## config.mk

```make
export PLATFORM = sky130hd
export DESIGN_NAME = sport_tdm
export DESIGN_NICKNAME = d
export VERILOG_FILES = /design/src/rtl/sport_tdm.sv
export SDC_FILE = /design/constraint.sdc
export NUM_CORES = 1
export LEC_CHECK = 0
export ABC_AREA = 1
export BUFFER_PORTS_ARGS = -buffer_cell sky130_fd_sc_hd__buf_2
export CAP_MARGIN = 0
export CELL_PAD_IN_SITES_DETAIL_PLACEMENT = 1
export CELL_PAD_IN_SITES_GLOBAL_PLACEMENT = 1
export CORE_UTILIZATION = 41
export DETAILED_ROUTE_END_ITERATION = 10
export HOLD_SLACK_MARGIN = 0.1
export PLACE_DENSITY = 0.87
export REMOVE_ABC_BUFFERS = 1
export SYNTH_ARGS = -nofsm -noshare
export SYNTH_HDL_FRONTEND = slang
export SYNTH_SLANG_ARGS = --single-unit
```

## constraint.sdc

```tcl
create_clock -name clk -period 6.1 [get_ports clk]
set_clock_uncertainty 0.2 [all_clocks]
set_input_delay 0.305 -clock clk [delete_from_list [all_inputs] [get_ports clk]]
set_output_delay 0.305 -clock clk [all_outputs]
set_load 0.05 [all_outputs]
```

## src/rtl/sport_tdm.sv

```systemverilog
module sport_tdm #(
  parameter int DIVW = 16,
  parameter int AW   = 8
) (
  input  logic            clk,
  input  logic            rst_n,
  input  logic            en,
  input  logic [DIVW-1:0] clk_div,
  input  logic [3:0]      word_len_m1,
  input  logic [1:0]      comp_mode,
  input  logic            tdm_en,
  input  logic            tdm_32,
  input  logic [31:0]     tx_sel,
  input  logic [31:0]     rx_sel,
  input  logic            tx_wr,
  input  logic [15:0]     tx_wdata,
  output logic [15:0]     rx_word,
  output logic            tx_irq,
  output logic            rx_irq,
  output logic            sclk,
  output logic            fsync,
  output logic            sdout,
  output logic            sdout_oe,
  input  logic            sdin,
  input  logic            ab_en,
  input  logic [AW-1:0]   ab_tx_base,
  input  logic [AW-1:0]   ab_rx_base,
  input  logic [AW-1:0]   ab_len,
  input  logic [AW-1:0]   ab_step,
  output logic            ab_tx_req,
  output logic [AW-1:0]   ab_tx_addr,
  input  logic [15:0]     ab_tx_rdata,
  output logic            ab_rx_req,
  output logic [AW-1:0]   ab_rx_addr,
  output logic [15:0]     ab_rx_wdata
);

  function automatic logic [7:0] mu_enc(input logic [15:0] x);
    logic [13:0] m, b;
    logic [3:0]  p, d;
    logic [2:0]  seg;
    logic [3:0]  mant;
    m = x[15] ? (~x[15:2] + 14'd1) : x[15:2];
    if (m > 14'd8159) m = 14'd8159;
    b = m + 14'd33;
    p = 4'd5;
    for (int i = 5; i < 14; i++) if (b[i]) p = 4'(i);
    d = p - 4'd5;
    if (p == 4'd13) begin seg = 3'd7; mant = 4'hF; end
    else begin seg = d[2:0]; mant = 4'(b >> (p - 4'd4)); end
    return {~x[15], ~seg, ~mant};
  endfunction

  function automatic logic [7:0] a_enc(input logic [15:0] x);
    logic [11:0] m;
    logic [3:0]  p, d;
    logic [3:0]  mant;
    m = x[15] ? ~x[14:3] : x[14:3];
    p = 4'd4;
    for (int i = 5; i < 12; i++) if (m[i]) p = 4'(i);
    d = p - 4'd4;
    mant = (d < 4'd2) ? m[4:1] : 4'(m >> d);
    return {~x[15], d[2:0] ^ 3'b101, mant ^ 4'b0101};
  endfunction

  function automatic logic [15:0] mu_dec(input logic [7:0] c);
    logic [7:0]  u;
    logic [15:0] t;
    u = ~c;
    t = ({9'd0, u[3:0], 3'd0} + 16'h0084) << u[6:4];
    return u[7] ? (16'h0084 - t) : (t - 16'h0084);
  endfunction

  function automatic logic [15:0] a_dec(input logic [7:0] c);
    logic [7:0]  a;
    logic [15:0] t;
    a = c ^ 8'h55;
    t = {8'd0, a[3:0], 4'd0};
    if (a[6:4] == 3'd0) t = t + 16'd8;
    else t = (t + 16'h0108) << (a[6:4] - 3'd1);
    return a[7] ? t : (16'd0 - t);
  endfunction

  function automatic logic [AW-1:0] wrap_add(input logic [AW-1:0] o, s, l);
    logic [AW:0] t;
    t = {1'b0, o} + {1'b0, s};
    if (t >= {1'b0, l}) t = t - {1'b0, l};
    return t[AW-1:0];
  endfunction

  logic [DIVW-1:0] dcnt;
  logic [3:0]      bit_i;
  logic [4:0]      slot;
  logic            live, oe;
  logic [15:0]     tx_hold, txsh, rxsh;
  logic [AW-1:0]   tofs, tcnt, rofs, rcnt;

  wire        companding = comp_mode[1];
  wire [3:0]  wl        = companding ? 4'd7 : word_len_m1;
  wire [4:0]  last_slot = tdm_32 ? 5'd31 : 5'd23;
  wire        tick      = en && (dcnt == clk_div);
  wire        fall      = tick && sclk;
  wire        rise      = tick && !sclk;
  wire        word_end  = !live || (bit_i == wl);
  wire [4:0]  nslot     = (!tdm_en || slot == last_slot) ? 5'd0 : slot + 5'd1;
  wire        tx_now    = !tdm_en || tx_sel[slot];
  wire        tx_next   = !tdm_en || tx_sel[nslot];
  wire        rx_now    = !tdm_en || rx_sel[slot];
  wire        fetch     = fall && word_end && tx_next && ab_en;
  wire [15:0] src       = ab_en ? ab_tx_rdata : tx_hold;
  wire [7:0]  code      = comp_mode[0] ? a_enc(src) : mu_enc(src);
  wire [15:0] txword    = companding ? {8'd0, code} : src;
  wire [15:0] rxbits    = {rxsh[14:0], sdin} & (16'hFFFF >> (4'd15 - wl));
  wire [15:0] rxval     = !companding ? rxbits :
                          comp_mode[0] ? a_dec(rxbits[7:0]) : mu_dec(rxbits[7:0]);

  assign sdout       = txsh[15];
  assign sdout_oe    = en && oe;
  assign ab_tx_req   = fetch;
  assign ab_tx_addr  = ab_tx_base + tofs;
  assign ab_rx_wdata = rx_word;

  always_ff @(posedge clk or negedge rst_n) begin
    if (!rst_n) tx_hold <= '0;
    else if (tx_wr) tx_hold <= tx_wdata;
  end

  always_ff @(posedge clk or negedge rst_n) begin
    if (!rst_n) begin
      dcnt <= '0; sclk <= 1'b1; bit_i <= '0; slot <= '0; live <= 1'b0;
      oe <= 1'b0; fsync <= 1'b0; txsh <= '0; rxsh <= '0; rx_word <= '0;
      tx_irq <= 1'b0; rx_irq <= 1'b0; ab_rx_req <= 1'b0; ab_rx_addr <= '0;
      tofs <= '0; tcnt <= '0; rofs <= '0; rcnt <= '0;
    end else begin
      tx_irq <= 1'b0; rx_irq <= 1'b0; ab_rx_req <= 1'b0;
      if (!en) begin
        dcnt <= '0; sclk <= 1'b1; bit_i <= '0; slot <= last_slot; live <= 1'b0;
        oe <= 1'b0; fsync <= 1'b0;
        tofs <= '0; tcnt <= '0; rofs <= '0; rcnt <= '0;
      end else begin
        dcnt <= tick ? '0 : dcnt + 1'b1;
        if (tick) sclk <= !sclk;
        if (fall) begin
          if (word_end) begin
            bit_i <= '0;
            slot  <= nslot;
            live  <= 1'b1;
            txsh  <= txword << (4'd15 - wl);
            fsync <= !tdm_en || nslot == 5'd0;
            oe    <= tx_next;
            tx_irq <= ab_en ? (fetch && tcnt == ab_len - 1'b1) : (live && tx_now);
            if (fetch) begin
              tofs <= wrap_add(tofs, ab_step, ab_len);
              tcnt <= (tcnt == ab_len - 1'b1) ? '0 : tcnt + 1'b1;
            end
          end else begin
            bit_i <= bit_i + 4'd1;
            txsh  <= txsh << 1;
            fsync <= 1'b0;
          end
        end
        if (rise) begin
          rxsh <= {rxsh[14:0], sdin};
          if (live && bit_i == wl && rx_now) begin
            rx_word <= rxval;
            if (ab_en) begin
              ab_rx_req  <= 1'b1;
              ab_rx_addr <= ab_rx_base + rofs;
              rx_irq     <= (rcnt == ab_len - 1'b1);
              rofs <= wrap_add(rofs, ab_step, ab_len);
              rcnt <= (rcnt == ab_len - 1'b1) ? '0 : rcnt + 1'b1;
            end else begin
              rx_irq <= 1'b1;
            end
          end
        end
      end
    end
  end

  a_r2_sdout_on_fall: assert property (@(posedge clk) disable iff (!rst_n)
    en && $past(en) && !$fell(sclk) |-> $stable(sdout));

  a_r3_zero_fill: assert property (@(posedge clk) disable iff (!rst_n)
    rx_irq && !ab_en && !comp_mode[1] && word_len_m1 != 4'd15
      |-> (rx_word >> ({1'b0, word_len_m1} + 5'd1)) == 16'd0);

  a_r7_slot0_drive: assert property (@(posedge clk) disable iff (!rst_n)
    en && tdm_en && fsync |-> sdout_oe == tx_sel[0]);

  a_r10_fetch_in_buffer: assert property (@(posedge clk) disable iff (!rst_n)
    ab_tx_req |-> (ab_tx_addr - ab_tx_base) < ab_len);

  a_r10_store_in_buffer: assert property (@(posedge clk) disable iff (!rst_n)
    ab_rx_req |-> (ab_rx_addr - ab_rx_base) < ab_len);

  a_r11_irq_with_store: assert property (@(posedge clk) disable iff (!rst_n)
    ab_en && rx_irq |-> ab_rx_req);

endmodule

```

# --- Word-level counts from Yosys, hierarchy flattened ---
# Index checks and enable logic that the tools add are counted.
totals:
  reg_bits: 135
  input_bits: 158
  word_cells: 198
classes:
  n_addsub: 25
  n_lt_le_gt_ge: 6
  eq_ne: 13
  shifts: 6
  mux: 90
  bitwise: 10
  reduce_logical: 29
ops:
  columns: ["cell", "count"]
  rows:
  - ["2-to-1 mux 16 bit", 10]
  - ["2-to-1 mux 8 bit", 20]
  - ["2-to-1 mux 4 bit", 18]
  - ["2-to-1 mux 14 bit", 2]
  - ["2-to-1 mux 1 bit", 27]
  - ["2-to-1 mux 5 bit", 4]
  - ["adder 8 x 8 -> 9 bit", 2]
  - [">= comparator 9 x 8 -> 1 bit", 2]
  - ["adder 16 x 1 -> 16 bit (second input constant)", 1]
  - ["adder 8 x 1 -> 8 bit (second input constant)", 2]
  - ["adder 8 bit", 2]
  - ["AND 16 bit", 1]
  - ["== test 16 bit", 1]
  - ["== test 8 bit", 2]
  - ["<< shifter 10 x 3 -> 16 bit", 1]
  - ["<< shifter 16 x 4 -> 16 bit", 1]
  - ["<< shifter 9 x 3 -> 16 bit", 1]
  - ["right shift 16 x 4 -> 16 bit (first input constant)", 1]
  - ["subtractor 1 x 16 -> 16 bit (first input constant)", 1]
  - ["subtractor 16 x 8 -> 16 bit (second input constant)", 1]
  - ["subtractor 8 x 16 -> 16 bit (first input constant)", 1]
  - ["subtractor 8 bit", 2]
  - ["binary-select mux 1 bit (select 5 bit)", 3]
  - ["adder 14 x 1 -> 14 bit (second input constant)", 1]
  - ["39 further kinds", 72]

# --- Depth between registers and ports, before layout ---
# Gate-level depths: netlist of run 1.
logic_depth:
  word_depth: 23
  depth_mapped: 45

# --- Worst setup path after synthesis of run 1 ---
# No wires, ideal clock.
synth_timing:
  kind: "input-to-reg"
  start: "input ab_en"
  end: "register txsh[14]"
  t_arrival_ns: 4.394
  path_slack_ns: 1.390
  cell_stages: 42
  path_cell_list: "buf_6 -> inv_2 -> buf_6 -> nand2_2 -> nand2_2 -> ha_1 -> nand2_1 -> nor2_2 -> nand2_1 -> nand2_1 -> nand2_1 -> nor2_1 -> nand2_2 -> nor2_4 -> nor2_4 -> buf_6 -> nand2_2 -> ha_1 -> [... 6 more ...] -> nand2_1 -> nand2_1 -> buf_4 -> ha_1 -> nand2_1 -> nand2_1 -> inv_1 -> nand3_1 -> o221ai_1 -> nand2_1 -> nand2_1 -> nand2_1 -> o21ai_1 -> or2_2 -> nand3_1 -> nand2_1 -> nand2_1 -> nand2_1"
synth_via:
  elab_chain_cells: 23
  word_cells_on_any_way: 43
  cone_classes: "add/sub (5); order compare (2); eq/ne (1); shift (3); mux (25); bitwise (7)"
synth_lines:
  columns: ["item", "line_no", "rtl"]
  rows:
  - ["start: declaration", "25", "input logic ab_en,"]
  - ["2-to-1 mux 16 bit (*)", "110", "wire [15:0] src = ab_en ? ab_tx_rdata : tx_hold;"]
  - ["inverter 14 bit", "43", "m = x[15] ? (~x[15:2] + 14'd1) : x[15:2];"]
  - ["adder 14 x 1 -> 14 bit", "43", null]
  - ["2-to-1 mux 14 bit", "43", null]
  - ["> comparator 14 x 13 -> 1 bit", "44", "if (m > 14'd8159) m = 14'd8159;"]
  - ["2-to-1 mux 14 bit", "44", null]
  - ["adder 14 x 6 -> 14 bit", "45", "b = m + 14'd33;"]
  - ["2-to-1 mux 2 bit", "47", "for (int i = 5; i < 14; i++) if (b[i]) p = 4'(i);"]
  - ["2-to-1 mux 4 bit (7 in series)", "47", null]
  - ["subtractor 4 x 3 -> 4 bit", "50", "else begin seg = d[2:0]; mant = 4'(b >> (p - 4'd4)); end"]
  - ["right shift 14 x 4 -> 4 bit", "50", null]
  - ["2-to-1 mux 4 bit", "49", "if (p == 4'd13) begin seg = 3'd7; mant = 4'hF; end"]
  - ["inverter 4 bit", "51", "return {~x[15], ~seg, ~mant};"]
  - ["2-to-1 mux 7 bit", "111", "wire [7:0] code = comp_mode[0] ? a_enc(src) : mu_enc(src);"]
  - ["2-to-1 mux 16 bit (*)", "112", "wire [15:0] txword = companding ? {8'd0, code} : src;"]
  - ["<< shifter 16 x 4 -> 16 bit (*)", "148", "txsh <= txword << (4'd15 - wl);"]
  - ["2-to-1 mux 16 bit (*)", "144", "if (word_end) begin"]
  - ["end signal: assignment", "148", null]
  - ["end signal: assignment", "158", "txsh <= txsh << 1;"]
  - ["end: declaration", "95", "logic [15:0] tx_hold, txsh, rxsh;"]
# Every way passes the cells marked *; elsewhere a longest branch is shown, timed or not.
# A chain may end at the register's enable or synchronous reset.

# --- Final worst setup path of run 1 ---
layout_timing:
  start: "register tx_hold[15]"
  end: "register txsh[14]"
layout_via:
  elab_chain_cells: 23
  word_cells_on_any_way: 42
  cone_classes: "add/sub (5); order compare (2); eq/ne (1); shift (3); mux (25); bitwise (6)"
layout_lines:
  columns: ["item", "line_no", "rtl"]
  rows:
  - ["start: declaration", "95", null]
  - ["start signal: assignment", "125", "else if (tx_wr) tx_hold <= tx_wdata;"]
  - ["2-to-1 mux 16 bit (*)", "110", null]
  - ["inverter 14 bit", "43", null]
  - ["adder 14 x 1 -> 14 bit", "43", null]
  - ["2-to-1 mux 14 bit", "43", null]
  - ["> comparator 14 x 13 -> 1 bit", "44", null]
  - ["2-to-1 mux 14 bit", "44", null]
  - ["adder 14 x 6 -> 14 bit", "45", null]
  - ["2-to-1 mux 2 bit", "47", null]
  - ["2-to-1 mux 4 bit (7 in series)", "47", null]
  - ["subtractor 4 x 3 -> 4 bit", "50", null]
  - ["right shift 14 x 4 -> 4 bit", "50", null]
  - ["2-to-1 mux 4 bit", "49", null]
  - ["inverter 4 bit", "51", null]
  - ["2-to-1 mux 7 bit", "111", null]
  - ["2-to-1 mux 16 bit (*)", "112", null]
  - ["<< shifter 16 x 4 -> 16 bit (*)", "148", null]
  - ["2-to-1 mux 16 bit (*)", "144", null]
# Marked as above.

==> results of run 1 <==
==> power by group through the flow <==
stage	registers [mW]	logic (mW)	clock network (mW)
3_3_place_gp	0.931	0.917	0
2_1_floorplan	0.929	0.637	0
6_report	0.914	0.982	1.07
5_1_grt	0.915	1.09	1.13
3_5_place_dp	0.931	0.947	0
4_1_cts	0.914	0.969	1.09
==> layer usage <==
metal	part of all wire	wire, µm	vias to the layer above
met5	0	0	-
met4	0.033	1610	0
met3	0.041	1980	101
met2	0.47	22900	407
met1	0.45	22000	7354
li1	-	-	7248
==> critical path, delay by kind of cell (launching register included) <==
family	cells	cell delay [ns]
and+or+nand+nor	26	3.10
buffers and inverters	4	0.52
adders and majority gates	2	0.50
AOI/OAI and AO/OA	3	0.47
DFF	1	0.32
xor gates and xnor gates	1	0.31
==> Yosys cell counts (5+ instances only) <==
library cell,count
sky130_fd_sc_hd__or2_2,15
sky130_fd_sc_hd__nor2_1,220
sky130_fd_sc_hd__a21oi_1,105
sky130_fd_sc_hd__nand3_1,118
sky130_fd_sc_hd__xnor2_1,30
sky130_fd_sc_hd__nor2_2,7
sky130_fd_sc_hd__buf_4,19
sky130_fd_sc_hd__ha_1,68
sky130_fd_sc_hd__o21bai_1,8
sky130_fd_sc_hd__o2111ai_1,5
sky130_fd_sc_hd__o31ai_1,5
sky130_fd_sc_hd__xor2_1,58
sky130_fd_sc_hd__o221ai_1,12
sky130_fd_sc_hd__clkbuf_1,50
sky130_fd_sc_hd__buf_6,6
sky130_fd_sc_hd__nand3_2,5
sky130_fd_sc_hd__a32o_1,6
sky130_fd_sc_hd__o211ai_1,41
sky130_fd_sc_hd__nand2_2,28
sky130_fd_sc_hd__o21ai_0,211
sky130_fd_sc_hd__a31oi_1,10
sky130_fd_sc_hd__o21ai_1,15
sky130_fd_sc_hd__nor3_1,27
sky130_fd_sc_hd__dfrtp_1,134
sky130_fd_sc_hd__fa_1,6
sky130_fd_sc_hd__o22ai_1,26
sky130_fd_sc_hd__inv_2,7
sky130_fd_sc_hd__nand4_1,17
sky130_fd_sc_hd__nor4_1,6
sky130_fd_sc_hd__inv_1,285
sky130_fd_sc_hd__nand2_1,470
==> stage by stage <==
stage	util	cells	worst slack [ns]	area (µm²)
after floorplan	-	2005	1.39	13100
after global placement	0.459	2683	0.469	14900
after detailed placement	0.459	2683	0.157	14900
after CTS	0.483	2737	0.421	15700
after global routing	0.484	2743	0.0571	15700
final	0.484	2743	0.549	15700
==> final cells by class <==
class / instances / share of cell area
Antenna cell: 3 / 0.000478
Multi-Input combinational cell: 1574 / 0.547
Sequential cell: 135 / 0.215
Tap cell: 442 / 0.0352
Timing Repair Buffer: 261 / 0.0947
Inverter: 296 / 0.0707
Clock buffer: 17 / 0.0271
Clock inverter: 15 / 0.0100
==> logic make-up (layout without fill, tap and decap cells) <==
kind of cell,count (synthesis),after routing
mux,4,4
flops,135,135
fa+ha+maj,74,74
simple gates,929,929
xor+xnor,92,92
other cells,0,3
compound gates,475,475
buf+inv,375,589
==> registers in the layout, summed over array words and instances, names as in the netlist <==
register     flops
ab_rx_addr       8
ab_rx_req        1
ab_rx_wdata     16
bit_i            4
dcnt            16
fsync            1
live             1
oe               1
rcnt             8
rofs             8
rx_irq           1
rxsh            15
sclk             1
slot             5
tcnt             8
tofs             8
tx_hold         16
tx_irq           1
txsh            16
==> how the worst max path moves through the flow <==
stage                           start  endpoint  slack [ns]
after floorplan               slot[0]   tcnt[4]        1.39
after CTS                 tx_hold[15]   txsh[5]        0.42
after detailed placement        ab_en  txsh[14]        0.16
after global placement          ab_en  txsh[14]        0.47
after global routing       tx_hold[2]   txsh[5]        0.06
final                     tx_hold[15]  txsh[14]        0.55
==> timing repair <==
action / 4_1_cts / 5_1_grt
setup endpoints to repair: 0 / 11
hold endpoints to repair: 97 / 0
buffers inserted: 0 / 3
hold buffers: 22 / 0
==> results.sh, run 1 <==
export IMPL_worst_r2r_startpoint="tx_hold[15]"
export IMPL_synth_sequential_area_ratio=0.250
export IMPL_grt_antenna_before_repair=3
export IMPL_route_vias_total=15100
export IMPL_arrival_time_of_the_worst_setup_path_ns=5.69
export IMPL_die_area_um2=33700
export IMPL_worst_path_largest_cell_delay_ns=0.32
export IMPL_cts_root_buffer="sky130_fd_sc_hd__clkbuf_16"
export IMPL_globalRoute_totalOverflow=0
export IMPL_finalCritPeriodShare=0.910
export IMPL_whs_path_depth=3
export IMPL_report_final_setup_viol=0
export IMPL_postSynthAreaPerCell_um2=6.48
export IMPL_grtUsageMet1=0.382
export IMPL_clock_tree_htree_level_count=4
export IMPL_clk_pin_slew_worst_paths_ns=0.07
export IMPL_first_iter_violations=875
export IMPL_status="completed"
export IMPL_drv_slew=0
export IMPL_total_power_mw=2.97
export IMPL_postSynthRegisterBits=135
export IMPL_grt_pass1_wl_mm=79.1
export IMPL_mapped_cells=2084
export IMPL_cts_sinks=135
export IMPL_combPwrFrac=0.331
export IMPL_cts_inserted_buffers=17
export IMPL_cts_tree="built"
export IMPL_power_density_cell_area_nw_per_um2=189
export IMPL_first_global_vias=15700
export IMPL_max_cap_violations=0
export IMPL_post_cts_resized_instances=0
export IMPL_holdPathEnd="ab_rx_wdata[9]"
export IMPL_globalplace_congestion=0.948
export IMPL_asyncSetResetFlopFracSynth=1.00
export IMPL_port_buffers=213
export IMPL_totalWireLength_mm=48.5
export IMPL_layout_filler_cells=4346
export IMPL_power_net_switching_mw=1.16
export IMPL_synth_xor_area_frac=0.0627
export IMPL_worst_r2r_endpoint="txsh[14]"
export IMPL_routed_via_density=5.51
export IMPL_sequential_standard_cell_area_um2=3380
export IMPL_area_growth_pct=16.4
export IMPL_worstPathRequired_ns=6.23
export IMPL_core_rowCount=66
export IMPL_max_slew_worst_pin_slew_ns=1.01
export IMPL_netSwitchingFraction=0.391
export IMPL_worst_reg_to_reg_cells=36
export IMPL_holdCritPathClass="in2reg"
export IMPL_yosysUniqueCellTypes=63
export IMPL_final_min_period_ns=5.55
export IMPL_gr_usage_met3=0.0323
export IMPL_wl_per_cell_um=17.7
export IMPL_die_height_um=183
export IMPL_synth_edff_count=0
export IMPL_worst_path_most_repeated_cell="sky130_fd_sc_hd__nand2_1"
export IMPL_ys_flop_type="sky130_fd_sc_hd__dfrtp_1"
export IMPL_finalNetCount=2517
export IMPL_cpMaxStageDelayCell="sky130_fd_sc_hd__dfrtp_1"
export IMPL_p_clk_frac=0.361
export IMPL_timing_setup_tns_ns=0
export IMPL_max_freq_mhz=180
export IMPL_detailed_placement_wirelength_estimate_mm=37.1
export IMPL_unrepaired_setup_endpoints_after_global_routing="no"
export IMPL_synth_mux_area_frac=0.00306
export IMPL_synthesized_cell_area_um2=13500
export IMPL_post_route_drc_count=0
export IMPL_io_pin_count=214
export IMPL_element_type_at_the_critical_path_end="flip-flop"
export IMPL_synth_compound_area_frac=0.206
export IMPL_detail_route_first_pass_iterations=8
export IMPL_commonest_cells_after_routing_fill_and_taps_aside="470 x sky130_fd_sc_hd__nand2_1, 285 x sky130_fd_sc_hd__inv_1, 220 x sky130_fd_sc_hd__nor2_1, 212 x sky130_fd_sc_hd__buf_2, 211 x sky130_fd_sc_hd__o21ai_0"
export IMPL_grt_busiest_layer="met2"
export IMPL_worst_slew_margin_rel=0.327
export IMPL_fin_hold_ws_ns=0.117
export IMPL_power_internal_mw=1.81
export IMPL_clock_path_buffers=2
export IMPL_final_hold_violation_count=0
export IMPL_route_antenna_remaining_nets=0
export IMPL_grt_max_degree=76
export IMPL_area_fraction_in_and_or_nand_and_nor_cells_after_synthesis=0.293
export IMPL_drive_above_1_share=0.154
export IMPL_gr_layer_usage_met2=0.490
export IMPL_synth_adder_area_share=0.0719
export IMPL_setup_worst_path_start_class="flip-flop"
export IMPL_synth_top_cells_by_area="sky130_fd_sc_hd__dfrtp_1 25%, sky130_fd_sc_hd__nand2_1 13%, sky130_fd_sc_hd__inv_1 7.9%"
export IMPL_grt_util_overall=0.292
export IMPL_netlist_top_cell_by_area="sky130_fd_sc_hd__dfrtp_1"
export IMPL_mostFrequentLayoutCell="sky130_fd_sc_hd__nand2_1"
export IMPL_critical_hold_path_startpoint="word_len_m1[0]"
export IMPL_irDropWorstVdd_v=0.000206
export IMPL_synthDominantCellAreaShare=0.248
export IMPL_initial_utilization=0.416
export IMPL_multi_input_comb_area_um2=8600
export IMPL_yosysWarningCount=0
export IMPL_largest_family_of_logic_cells_by_synthesized_area="simple AND/OR/NAND/NOR gates"
export IMPL_ff2ff_setup_slack_ns=0.55
export IMPL_design_core_area_um2=32500
export IMPL_critical_setup_path_class="reg2reg"
export IMPL_leakagePower_nw=8.17
export IMPL_crit_fanout=15
export IMPL_worst_skew_pair_late_latency_ns=0.44
export IMPL_floorplan_die_width_um=183
export IMPL_power_share_sequential=0.308
Note: power is estimated with default switching activity, not from simulation.
==> run 2: changes to the inputs <==
Settings changed: CORE_MARGIN set to 8.
==> run 2 against run 1 <==
Utilization up 0.12 points. Final cell count about the same. Die area up 16%. Critical endpoint unchanged. Largest power group unchanged.
==> results.sh, run 2 (synthesis gave the netlist of run 1 again) <==
export IMPL_status="completed"
export IMPL_element_type_at_the_critical_path_end="flip-flop"
export IMPL_detail_route_first_pass_iterations=5
export IMPL_port_buffers=213
export IMPL_power_share_sequential=0.306
export IMPL_crit_cells=36
export IMPL_first_global_vias=15500
export IMPL_leakagePower_nw=8.19
export IMPL_power_internal_mw=1.86
export IMPL_globalplace_congestion=0.909
export IMPL_worst_path_largest_cell_delay_ns=0.47
export IMPL_cts_sinks=135
export IMPL_report_final_setup_viol=0
export IMPL_first_iter_violations=897
export IMPL_post_cts_resized_instances=0
export IMPL_detailed_placement_wirelength_estimate_mm=39.2
export IMPL_total_power_mw=2.99
export IMPL_timing_setup_tns_ns=0
export IMPL_worstPathBufferInverterCount=3
export IMPL_grt_antenna_before_repair=1
export IMPL_ff2ff_setup_slack_ns=0.68
export IMPL_crit_fanout=15
export IMPL_worst_skew_pair_late_latency_ns=0.45
export IMPL_route_vias_total=14900
export IMPL_cp_endpoint="txsh[14]"
export IMPL_cpMaxStageDelayCell="sky130_fd_sc_hd__o21ai_4"
export IMPL_clk_pin_slew_worst_paths_ns=0.07
export IMPL_layout_filler_cells=4401
export IMPL_design_core_area_um2=32500
export IMPL_post_route_drc_count=0
export IMPL_io_pin_count=214
export IMPL_combPwrFrac=0.330
export IMPL_setup_worst_path_start_class="flip-flop"
export IMPL_crit_path_start="tx_hold[15]"
export IMPL_globalRoute_totalOverflow=0
export IMPL_critical_setup_path_class="reg2reg"
export IMPL_finalCritPeriodShare=0.889
export IMPL_initial_utilization=0.416
export IMPL_clock_tree_htree_level_count=4
export IMPL_floorplan_die_width_um=197
export IMPL_worst_path_most_repeated_cell="sky130_fd_sc_hd__nand2_1"
export IMPL_postCtsSetupRepairBufs=0
export IMPL_final_min_period_ns=5.42
export IMPL_core_rowCount=66
export IMPL_max_slew_worst_pin_slew_ns=1.00
export IMPL_mostFrequentLayoutCell="sky130_fd_sc_hd__nand2_1"
export IMPL_irDropWorstVdd_v=0.000202
export IMPL_netSwitchingFraction=0.380
export IMPL_worstPathRequired_ns=6.24
export IMPL_final_hold_violation_count=0
export IMPL_cp_top_family="simple AND/OR/NAND/NOR gates"
export IMPL_final_critical_path_setup_slack_ns=0.679
export IMPL_cts_hold_repair_buffers=23
export IMPL_unrepaired_setup_endpoints_after_global_routing="no"
export IMPL_place_ws_ns=0.460
export IMPL_cts_tree="built"
export IMPL_grt_pass1_wl_mm=81.2
export IMPL_area_growth_pct=16.7
export IMPL_worst_slew_margin_rel=0.332
export IMPL_wl_per_cell_um=18.3
export IMPL_worst_reg_to_reg_cells=36
export IMPL_drive_above_1_share=0.155
export IMPL_p_clk_frac=0.364
export IMPL_drv_slew=0
export IMPL_cts_root_buffer="sky130_fd_sc_hd__clkbuf_16"
export IMPL_routed_via_density=5.45
export IMPL_power_density_cell_area_nw_per_um2=190
export IMPL_worst_r2r_endpoint="txsh[14]"
export IMPL_fin_hold_ws_ns=0.147
export IMPL_grt_max_degree=72
export IMPL_die_height_um=197
export IMPL_max_cap_violations=0
export IMPL_worst_r2r_startpoint="tx_hold[15]"
export IMPL_power_net_switching_mw=1.14
export IMPL_grt_util_overall=0.255
export IMPL_max_freq_mhz=184
export IMPL_route_antenna_remaining_nets=0
export IMPL_holdCritPathClass="in2reg"
export IMPL_commonest_cells_after_routing_fill_and_taps_aside="470 x sky130_fd_sc_hd__nand2_1, 285 x sky130_fd_sc_hd__inv_1, 220 x sky130_fd_sc_hd__nor2_1, 212 x sky130_fd_sc_hd__buf_2, 211 x sky130_fd_sc_hd__o21ai_0"
export IMPL_totalWireLength_mm=50.2
export IMPL_arrival_time_of_the_worst_setup_path_ns=5.57
export IMPL_cts_inserted_buffers=17
export IMPL_clock_path_buffers=2
export IMPL_die_area_um2=39000
export IMPL_finalNetCount=2520
[run 2: cell types whose count changed in the layout (fill, tap and decap cells not counted), sizes merged]
cell,delta
clkinvlp,+2
clkinv,-1
buf,+2
diode,-2
bufinv,+1
clkbuf,+1
inv,-3
dlygate4sd3,+1
[run 2: layout make-up]
| cell class | instances | area (µm²) | area share |
|---|---|---|---|
| well taps | 442 | 553 | 0.0351 |
| repair buffers | 264 | 1510 | 0.0960 |
| clock inverters | 14 | 161 | 0.0102 |
| diodes | 1 | 2.50 | 0.000159 |
| inverters | 296 | 1110 | 0.0705 |
| clock buffers | 18 | 439 | 0.0279 |
| multi-input cells | 1574 | 8600 | 0.546 |
| flip-flops and latches | 135 | 3380 | 0.215 |
[run 2: how the worst min path moves through the flow]
stage / to / slack, ns / cells after the start / start
floorplan: ab_rx_addr[0] / -0.19 / 0 / rst_n
CTS: tx_hold[13] / 0.14 / 3 / tx_wr
global route: ab_rx_wdata[9] / 0.16 / 3 / word_len_m1[0]
global placement: ab_rx_addr[1] / 0.14 / 1 / rst_n
finish: ab_rx_wdata[9] / 0.15 / 3 / word_len_m1[0]
detailed placement: ab_rx_addr[1] / 0.15 / 1 / rst_n
[run 2: metrics by stage]
step	utilization	area [µm²]	cells
floorplan	-	13100	2005
global placement	0.460	14900	2688
detailed placement	0.460	14900	2688
CTS	0.485	15800	2743
global route	0.485	15800	2744
finish	0.485	15800	2744
[run 2: tightest hold or removal path: stages]
cell,delay (ns)
sky130_fd_sc_hd__buf_2,0.15
sky130_fd_sc_hd__o211ai_1,0.20
sky130_fd_sc_hd__a31oi_1,0.11
[run 2: power by group through the flow]
| stage | combinational, mW | sequential, mW | clock (mW) |
|---|---|---|---|
| finish | 0.988 | 0.915 | 1.09 |
| global route | 1.10 | 0.916 | 1.14 |
| CTS | 0.980 | 0.915 | 1.11 |
| detailed placement | 0.957 | 0.932 | 0 |
| global placement | 0.927 | 0.931 | 0 |
| floorplan | 0.637 | 0.929 | 0 |
[run 2: routing by layer]
| layer | global-route usage | vias to the layer above | part of all wire |
|---|---|---|---|
| li1 | - | 7259 | - |
| met1 | 0.326 | 7271 | 0.45 |
| met2 | 0.438 | 349 | 0.48 |
| met3 | 0.0417 | 68 | 0.046 |
| met4 | 0.0711 | 0 | 0.021 |
| met5 | 0 | - | 0 |
